`src/rtl/lcd_duplex_pkg.sv`:
```
package lcd_duplex_pkg;

  typedef enum logic [1:0] {
    LVL_LOW  = 2'b00,
    LVL_MID  = 2'b01,
    LVL_HIGH = 2'b10
  } lvl_e;

  typedef struct packed {
    logic comSel;
    logic polarity;
    logic hush;
  } strobe_t;

  function automatic logic [6:0] hexToSeg(input logic [3:0] v);
    logic [6:0] g;
    case (v)
      4'h0: g = 7'h3F;  4'h1: g = 7'h06;  4'h2: g = 7'h5B;  4'h3: g = 7'h4F;
      4'h4: g = 7'h66;  4'h5: g = 7'h6D;  4'h6: g = 7'h7D;  4'h7: g = 7'h07;
      4'h8: g = 7'h7F;  4'h9: g = 7'h6F;  4'hA: g = 7'h77;  4'hB: g = 7'h7C;
      4'hC: g = 7'h39;  4'hD: g = 7'h5E;  4'hE: g = 7'h79;  default: g = 7'h71;
    endcase
    return g;
  endfunction

endpackage

```
`src/rtl/lcd_duplex_ctl.sv`:
```
module lcd_duplex_ctl
  import lcd_duplex_pkg::*;
#(
  parameter int CLK_HZ   = 4500000,
  parameter int FRAME_HZ = 100
) (
  input  logic    clk,
  input  logic    rstN,
  input  logic    standby,
  output strobe_t stb
);
  localparam int QUARTER = CLK_HZ / (FRAME_HZ * 4);
  localparam int CW      = (QUARTER > 2) ? $clog2(QUARTER) : 1;
  localparam logic [CW-1:0] LAST = CW'(QUARTER - 1);

  logic [CW-1:0] divCnt;
  logic [1:0]    phase;

  always_ff @(posedge clk) begin
    if (!rstN || standby) begin
      divCnt <= '0;
      phase  <= '0;
    end else if (divCnt == LAST) begin
      divCnt <= '0;
      phase  <= phase + 2'd1;
    end else begin
      divCnt <= divCnt + CW'(1);
    end
  end

  always_comb begin
    stb.comSel   = phase[1];
    stb.polarity = phase[0];
    stb.hush     = standby;
  end


  phase_hold_chk: assert property (@(posedge clk) disable iff (!rstN)
    (!standby && divCnt != LAST) |=> $stable(phase));


  phase_step_chk: assert property (@(posedge clk) disable iff (!rstN)
    (!standby && divCnt == LAST) |=> phase == $past(phase) + 2'd1);

endmodule

```
`src/rtl/lcd_duplex_dp.sv`:
```
module lcd_duplex_dp
  import lcd_duplex_pkg::*;
#(
  parameter int SEGS  = 23,
  parameter int SEL_W = 3
) (
  input  logic             clk,
  input  logic             rstN,
  input  strobe_t          stb,
  input  logic             wrEn,
  input  logic             wrDecode,
  input  logic [SEL_W-1:0] wrSel,
  input  logic [SEGS-1:0]  wrData,
  input  logic [SEGS-1:0]  gpMode,
  output logic [SEGS-1:0]  segOut,
  output logic [3:0]       comOut
);
  localparam int CELLS   = 2 * SEGS;
  localparam int NUM_DIG = CELLS / 7;

  logic [CELLS-1:0] dispMap;
  logic [6:0]       glyph;
  logic [SEGS-1:0]  segNext;
  logic [3:0]       comNext;

  assign glyph = hexToSeg(wrData[3:0]);

  always_ff @(posedge clk) begin
    if (!rstN) begin
      dispMap <= '0;
    end else if (wrEn) begin
      if (wrDecode) begin
        for (int d = 0; d < NUM_DIG; d++)
          if (wrSel == SEL_W'(d)) dispMap[7*d +: 7] <= glyph;
      end else begin
        for (int i = 0; i < SEGS; i++)
          if (wrSel[0]) dispMap[2*i+1] <= wrData[i];
          else          dispMap[2*i]   <= wrData[i];
      end
    end
  end

  for (genvar i = 0; i < SEGS; i++) begin : g_pin
    logic lit;
    assign lit = stb.comSel ? dispMap[2*i+1] : dispMap[2*i];
    always_comb begin
      if (stb.hush)       segNext[i] = 1'b0;
      else if (gpMode[i]) segNext[i] = dispMap[2*i];
      else                segNext[i] = stb.polarity ? lit : ~lit;
    end


    gp_static_chk: assert property (@(posedge clk) disable iff (!rstN)
      ($past(rstN) && !$past(stb.hush) && $past(gpMode[i])) |-> segOut[i] == $past(dispMap[2*i]));
  end

  for (genvar c = 0; c < 2; c++) begin : g_com
    always_comb begin
      if (stb.hush)                comNext[2*c +: 2] = LVL_LOW;
      else if (stb.comSel == c[0]) comNext[2*c +: 2] = stb.polarity ? LVL_LOW : LVL_HIGH;
      else                         comNext[2*c +: 2] = LVL_MID;
    end
  end

  always_ff @(posedge clk) begin
    if (!rstN) begin
      segOut <= '0;
      comOut <= '0;
    end else begin
      segOut <= segNext;
      comOut <= comNext;
    end
  end


  quiet_out_chk: assert property (@(posedge clk) disable iff (!rstN)
    stb.hush |=> (segOut == '0 && comOut == '0));


  one_com_sel_chk: assert property (@(posedge clk) disable iff (!rstN)
    ($past(rstN) && !$past(stb.hush)) |->
      (((comOut[1:0] == LVL_MID) != (comOut[3:2] == LVL_MID)) &&
       comOut[1:0] != 2'b11 && comOut[3:2] != 2'b11));


  ignore_digit_chk: assert property (@(posedge clk) disable iff (!rstN)
    (wrEn && wrDecode && int'(wrSel) >= NUM_DIG) |=> $stable(dispMap));

endmodule

```
`src/rtl/lcd_duplex_top.sv`:
```
module lcd_duplex_top
  import lcd_duplex_pkg::*;
#(
  parameter int SEGS     = 23,
  parameter int CLK_HZ   = 4500000,
  parameter int FRAME_HZ = 100
) (
  input  logic            clk,
  input  logic            rstN,
  input  logic            standby,
  input  logic            wrEn,
  input  logic            wrDecode,
  input  logic [2:0]      wrSel,
  input  logic [SEGS-1:0] wrData,
  input  logic [SEGS-1:0] gpMode,
  output logic [SEGS-1:0] segOut,
  output logic [3:0]      comOut
);
  strobe_t stb;

  lcd_duplex_ctl #(.CLK_HZ(CLK_HZ), .FRAME_HZ(FRAME_HZ)) u_ctl (
    .clk(clk), .rstN(rstN), .standby(standby), .stb(stb)
  );

  lcd_duplex_dp #(.SEGS(SEGS), .SEL_W(3)) u_dp (
    .clk(clk), .rstN(rstN), .stb(stb), .wrEn(wrEn), .wrDecode(wrDecode),
    .wrSel(wrSel), .wrData(wrData), .gpMode(gpMode),
    .segOut(segOut), .comOut(comOut)
  );

endmodule

```
`config.mk`:
```
export PLATFORM = sky130hd
export DESIGN_NAME = lcd_duplex_top
export DESIGN_NICKNAME = d
export VERILOG_FILES = /design/src/rtl/lcd_duplex_pkg.sv /design/src/rtl/lcd_duplex_ctl.sv /design/src/rtl/lcd_duplex_dp.sv /design/src/rtl/lcd_duplex_top.sv
export SDC_FILE = /design/constraint.sdc
export NUM_CORES = 1
export LEC_CHECK = 0
export ABC_AREA = 1
export CORE_ASPECT_RATIO = 0.75
export CORE_MARGIN = 2
export CORE_UTILIZATION = 35
export CTS_CLUSTER_DIAMETER = 60
export DETAILED_ROUTE_END_ITERATION = 7
export HOLD_SLACK_MARGIN = 0.1
export PLACE_DENSITY_LB_ADDON = 0.08
export SYNTH_ARGS = -nofsm -noshare
export SYNTH_HDL_FRONTEND = slang
export SYNTH_SLANG_ARGS = --single-unit
```
`constraint.sdc`:
```
create_clock -name clk -period 1.7 [get_ports clk]
set_clock_uncertainty 0.2 [all_clocks]
set_input_delay 0.34 -clock clk [delete_from_list [all_inputs] [get_ports clk]]
set_output_delay 0.34 -clock clk [all_outputs]
set_load 0.02 [all_outputs]
```
== Word level (Yosys, flattened, before mapping) ==
Memory sizes are Yosys's and may differ from the RTL's.
Cells that the tools add are included.

* Bits in registers: 89
* ROM bits: 112
* Input port bits: 54
* Output and inout port bits: 27
* Logic and storage cells: 206
* Memories kept: 1

* Add/subtract/negate cells: 2
* Equal/unequal tests: 13
* Mux-type cells: 121
* Bitwise gates (word level): 27
* Reductions and logical operators: 22

{| class="wikitable"
|+ Memories
! memory !! depth !! width !! read ports !! clocked after memory_dff !! write ports !! line !! RTL
|-
| (no name shown) || 16 || 7 || 1 || 0 || 0 || lcd_duplex_pkg.sv:17 || <nowiki>case (v)</nowiki>
|}

{| class="wikitable"
|+ Operator list
! kind !! number
|-
| 2-to-1 mux 1 bit || 113
|-
| 2-to-1 mux 42 bit || 1
|-
| 2-to-1 mux 7 bit || 6
|-
| AND reduction 3 bit || 14
|-
| inverter 1 bit || 27
|-
| adder 14 x 1 -> 14 bit (second input constant) || 1
|-
| equality test 14 bit (second input constant) || 1
|-
| inequality test 2 x 1 -> 1 bit (second input constant) || 6
|-
| equality test 3 x 2 -> 1 bit (second input constant) || 2
|-
| equality test 3 bit (second input constant) || 2
|-
| OR reduction 3 bit || 2
|-
| OR reduction 2 bit || 2
|-
| equality test 3 x 1 -> 1 bit (second input constant) || 1
|-
| zero test 3 bit || 1
|-
| adder 2 x 1 -> 2 bit (second input constant) || 1
|-
| 2-to-1 mux 2 bit || 1
|-
| inequality test 2 bit (second input constant) || 1
|-
| nonzero test 2 bit || 1
|-
| zero test 1 bit || 1
|-
| logical OR 1 bit || 1
|}

== Longest topological paths before layout ==
* Word-level depth: 4
* Depth in mapped cells: 10
* Gate-level depth less buffers: 10

== Cells and area by module ==
Synthesis repeated with hierarchy kept, for this count alone.

* Cell total of the unflattened synthesis: 793
* Area, all modules: 4819.6 sq um

{| class="wikitable"
|+ Modules (own cells, without submodules)
! module !! times used !! cells each !! area each (sq um) !! sequential area each (sq um)
|-
| lcd_duplex_dp || 1 || 686 || 4045.1 || 1461.4
|-
| lcd_duplex_ctl || 1 || 107 || 774.5 || 320.3
|}

== Worst setup path before layout ==
OpenSTA, ideal clock, no wires.

* Path type: input -> register
* From: in wrData[1]
* To: reg u_dp.dispMap[4]
* Library setup time: 0.112 ns
* Arrival time: 1.112 ns
* Data required time: 1.388 ns
* Setup slack: 0.276 ns
* Stages on the path: 7
* Path buffers: 0
* Path through: inv_1 -> ha_1 -> nand3_1 -> nand3_1 -> o21ai_0 -> nor2_1 -> nor2_1

* Longest elaborated chain between the ends: 3

{| class="wikitable"
|+ Ends and longest elaborated chain
! item !! line !! RTL
|-
| start: declaration || lcd_duplex_top.sv:14 || <nowiki>input logic [SEGS-1:0] wrData,</nowiki>
|-
| memory read (16 x 7 bit) || -- ||
|-
| 2-to-1 mux 7 bit || lcd_duplex_dp.sv:34 || <nowiki>if (wrSel == SEL_W'(d)) dispMap[7*d +: 7] <= glyph;</nowiki>
|-
| 2-to-1 mux 42 bit || lcd_duplex_dp.sv:32 || <nowiki>if (wrDecode) begin</nowiki>
|-
| end signal: indexed assignment || lcd_duplex_dp.sv:34 ||
|-
| end signal: indexed assignment || lcd_duplex_dp.sv:37 || <nowiki>if (wrSel[0]) dispMap[2*i+1] <= wrData[i];</nowiki>
|-
| end signal: indexed assignment || lcd_duplex_dp.sv:38 || <nowiki>else dispMap[2*i] <= wrData[i];</nowiki>
|-
| end: declaration || lcd_duplex_dp.sv:21 || <nowiki>logic [CELLS-1:0] dispMap;</nowiki>
|}

No other way between the ends. The select of a mux whose other input is x is not followed.
A chain may end at the register's enable or synchronous reset.

== Worst setup path after layout ==
* From: reg u_ctl.divCnt[0]
* To: reg u_ctl.divCnt[6]

* Longest elaborated chain between the ends: 2
* Elaborated cells on any way between the ends: 3
* Those cells by class: add/sub (1); eq/ne (1); reduce/logical (1)

{| class="wikitable"
|+ Ends and longest elaborated chain
! item !! line !! RTL
|-
| start: declaration || lcd_duplex_ctl.sv:16 || <nowiki>logic [CW-1:0] divCnt;</nowiki>
|-
| start signal: assignment || lcd_duplex_ctl.sv:27 || <nowiki>divCnt <= divCnt + CW'(1);</nowiki>
|-
| parallel branches: the longest is 2 deep, another holds adder 14 x 1 -> 14 bit || -- ||
|}

Several ways; the timed one is not identified.

==> metrics.txt <==
status=finished clean; hold path depth=2; CTS root buf=clkbuf_16; Post-DRT Antenna Nets=0; Post-synth top cells=nand2_1 (233), inv_1 (128), nor2_1 (103); max frequency=639 MHz; count leader, synth=nand2_1; RSZ-0062 raised after global routing=false; Slew Viols, Final=0; post-DR vias/cell=4.51; syn_nets=842; Global Route Usage Sum=18.1%; WP data required=1.73 ns; CTS Hold Buffers Added=0; final hold violations=0; register area share after synthesis=36.3%; Crit Path Class=flip-flop to flip-flop; met3 usage=4.05%; RePlAce Congestion=0.889; crit path cell chain=ha_1, nand2_1, nor2_2, nand2_2, nand2_2, nor2_1; Synth cell types=29; crit share post-route=92.1%; 1st-pass router iterations=4; Synth top area share=36.3%; Register-to-Register Path Depth=6; DIE AREA=15000 µm²; slowest stage delay, CP=0.41 ns; Min-Delay Endpoint=u_dp.dispMap[43]; port bufs=80; first-pass GRT wire length=21400 µm; Async SR Flop Fraction=0%; R2R setup slack=0.13 ns; met2 Use GR=29.6%; via count=4804; Max IR drop VDD=508 µV; Worst R2R End=u_ctl.divCnt[6]; Slew headroom=76.1%; post-DP HPWL=9740 µm; core area=13700 µm²; I/O pin cnt=81; total clock sinks=89; most frequent CP cell=nand2_2; hold path startpoint=u_dp.dispMap[43]; initial antenna violation count=0; CTS clk-pin slew, worst paths=0.06 ns; post-layout min period=1.57 ns; Die Y=107 µm; Area growth, synth to finish=31.7%; top cell type by total area after synthesis=dfxtp_1; vias in the first global route=4516; Hold Crit Class=flip-flop to flip-flop; Synth Register Bits=89; Initial Utilization=35.8%; CTS buffer count=9; final setup vio count=0; largest net degree at the start of global routing=40; remaining global-route overflow=0; Leakage=3.36 nW; final worst slack=0.135 ns; wire per inst=12.2 µm; Mapped Area=4910 µm²; WL final=13000 µm; Antenna diodes=0; die width=141 µm; Setup WS pre-CTS=-0.491 ns; met1 Use GR=24.0%; post-route DRC violation count=0; crit start category=flip-flop; clock tree from TritonCTS=done; EDFF count, synth=0; largest cells by area after synthesis=dfxtp_1 (36%), nand2_1 (18%), inv_1 (9.8%); DRT iter0 DRCs=204; Reg-to-Reg Start=u_ctl.divCnt[0]; Cells after Synth=779; CP max stage cell=dfxtp_1; clk_lat worst skew=0.35 ns; Main synth FF type=dfxtp_1; layout cell share with drive strength beyond 1=10.3%; Site Rows=37; Syn. warnings=0; nets@finish=948; H-Tree Depth=3; largest buffer count on any clock path=2; crit path max fanout=14; Worst EP arrival=1.60 ns; Syn Area/Cell=6.30 µm²; hold slack final=0.270 ns; PwrDens=822 nW/µm²; Top Usage Layer GRT=met2; CP Capture Type=flip-flop; number of max-cap violations=0; worst slew pin tran=0.358 ns
power by group:
group          switching, mW  internal, mW  total, mW
clock network          0.875          1.29       2.17
registers             0.0419          2.20       2.24
logic                  0.512         0.389      0.901
how the worst max path moves through the flow:
stage                    startpoint         endpoint  slack, ns
floorplan                 wrData[1]  u_dp.dispMap[4]       0.28
global placement          wrData[0]  u_dp.dispMap[4]      -0.38
detailed placement        wrData[0]  u_dp.dispMap[1]      -0.49
CTS                       wrData[2]  u_dp.dispMap[5]       0.01
global route        u_ctl.divCnt[0]  u_ctl.divCnt[6]      0.003
finish              u_ctl.divCnt[0]  u_ctl.divCnt[6]       0.13
sequential cells by signal (all words and copies together) (netlist names):
| name | count |
|---|---|
| u_ctl.phase | 2 |
| u_ctl.divCnt | 14 |
| u_dp.segOut | 23 |
| u_dp.comOut | 4 |
| u_dp.dispMap | 46 |
layout make-up:
type | count | area (µm²)
sequential | 89 | 1780
multi-input combinational | 529 | 2470
inverter | 135 | 507
timing repair buffer | 121 | 1160
tap | 175 | 219
clock buffer | 10 | 229
fill | 1437 | 7240
clock inverter | 6 | 92.6
cells by family after synthesis:
group                    synth area share, %
AO/OA/AOI/OAI                           12.6
flip-flops                              36.3
XOR/XNOR                               0.536
AND/OR/NAND/NOR                         34.7
adder cells (fa/ha/maj)                 2.30
buffers and inverters                   13.6
placed cells by master (no fill, tap or decap), drive strengths merged, types with 3 or more instances in the layout:
cell type,count
nand2,248
clkinv,3
dfxtp,89
dlygate4sd2,29
buf,41
clkdlybuf4s50,48
clkbuf,10
nand4,5
ha,9
inv,134
nor3,5
nor2,112
o21ai,52
nand3,23
a21oi,67
dlymetal6s2s,3
critical path, delay by kind of cell, from the launching register on:
kind	cells	cell delay, ns
AND/OR/NAND/NOR	5	0.65
adder cells (fa/ha/maj)	1	0.18
flip-flops	1	0.41
routing by layer:
metal,routed length [µm],vias up
met5,0,-
met4,170,0
met3,680,15
met2,5810,88
met1,6350,2126
li1,-,2575
what timing repair did:
item | in CTS | in global routing
buffers inserted | 0 | 6
resized for setup | 35 | 5
cloned | 0 | 0
setup endpoints to repair | 56 | 27
pin swaps | 0 | 2
stage by stage:
stage	area, µm²	setup TNS (ns)	power [mW]	util, %	std cells
2_1_floorplan	4910	0	2.80	-	779
3_3_place_gp	6090	-18.31	3.18	44.5	1043
3_5_place_dp	6090	-21.47	3.20	44.5	1043
4_1_cts	6390	0	5.37	46.6	1059
5_1_grt	6460	0	5.56	47.2	1065
6_report	6460	0	5.31	47.2	1065
(Power assumes the default switching activity.)
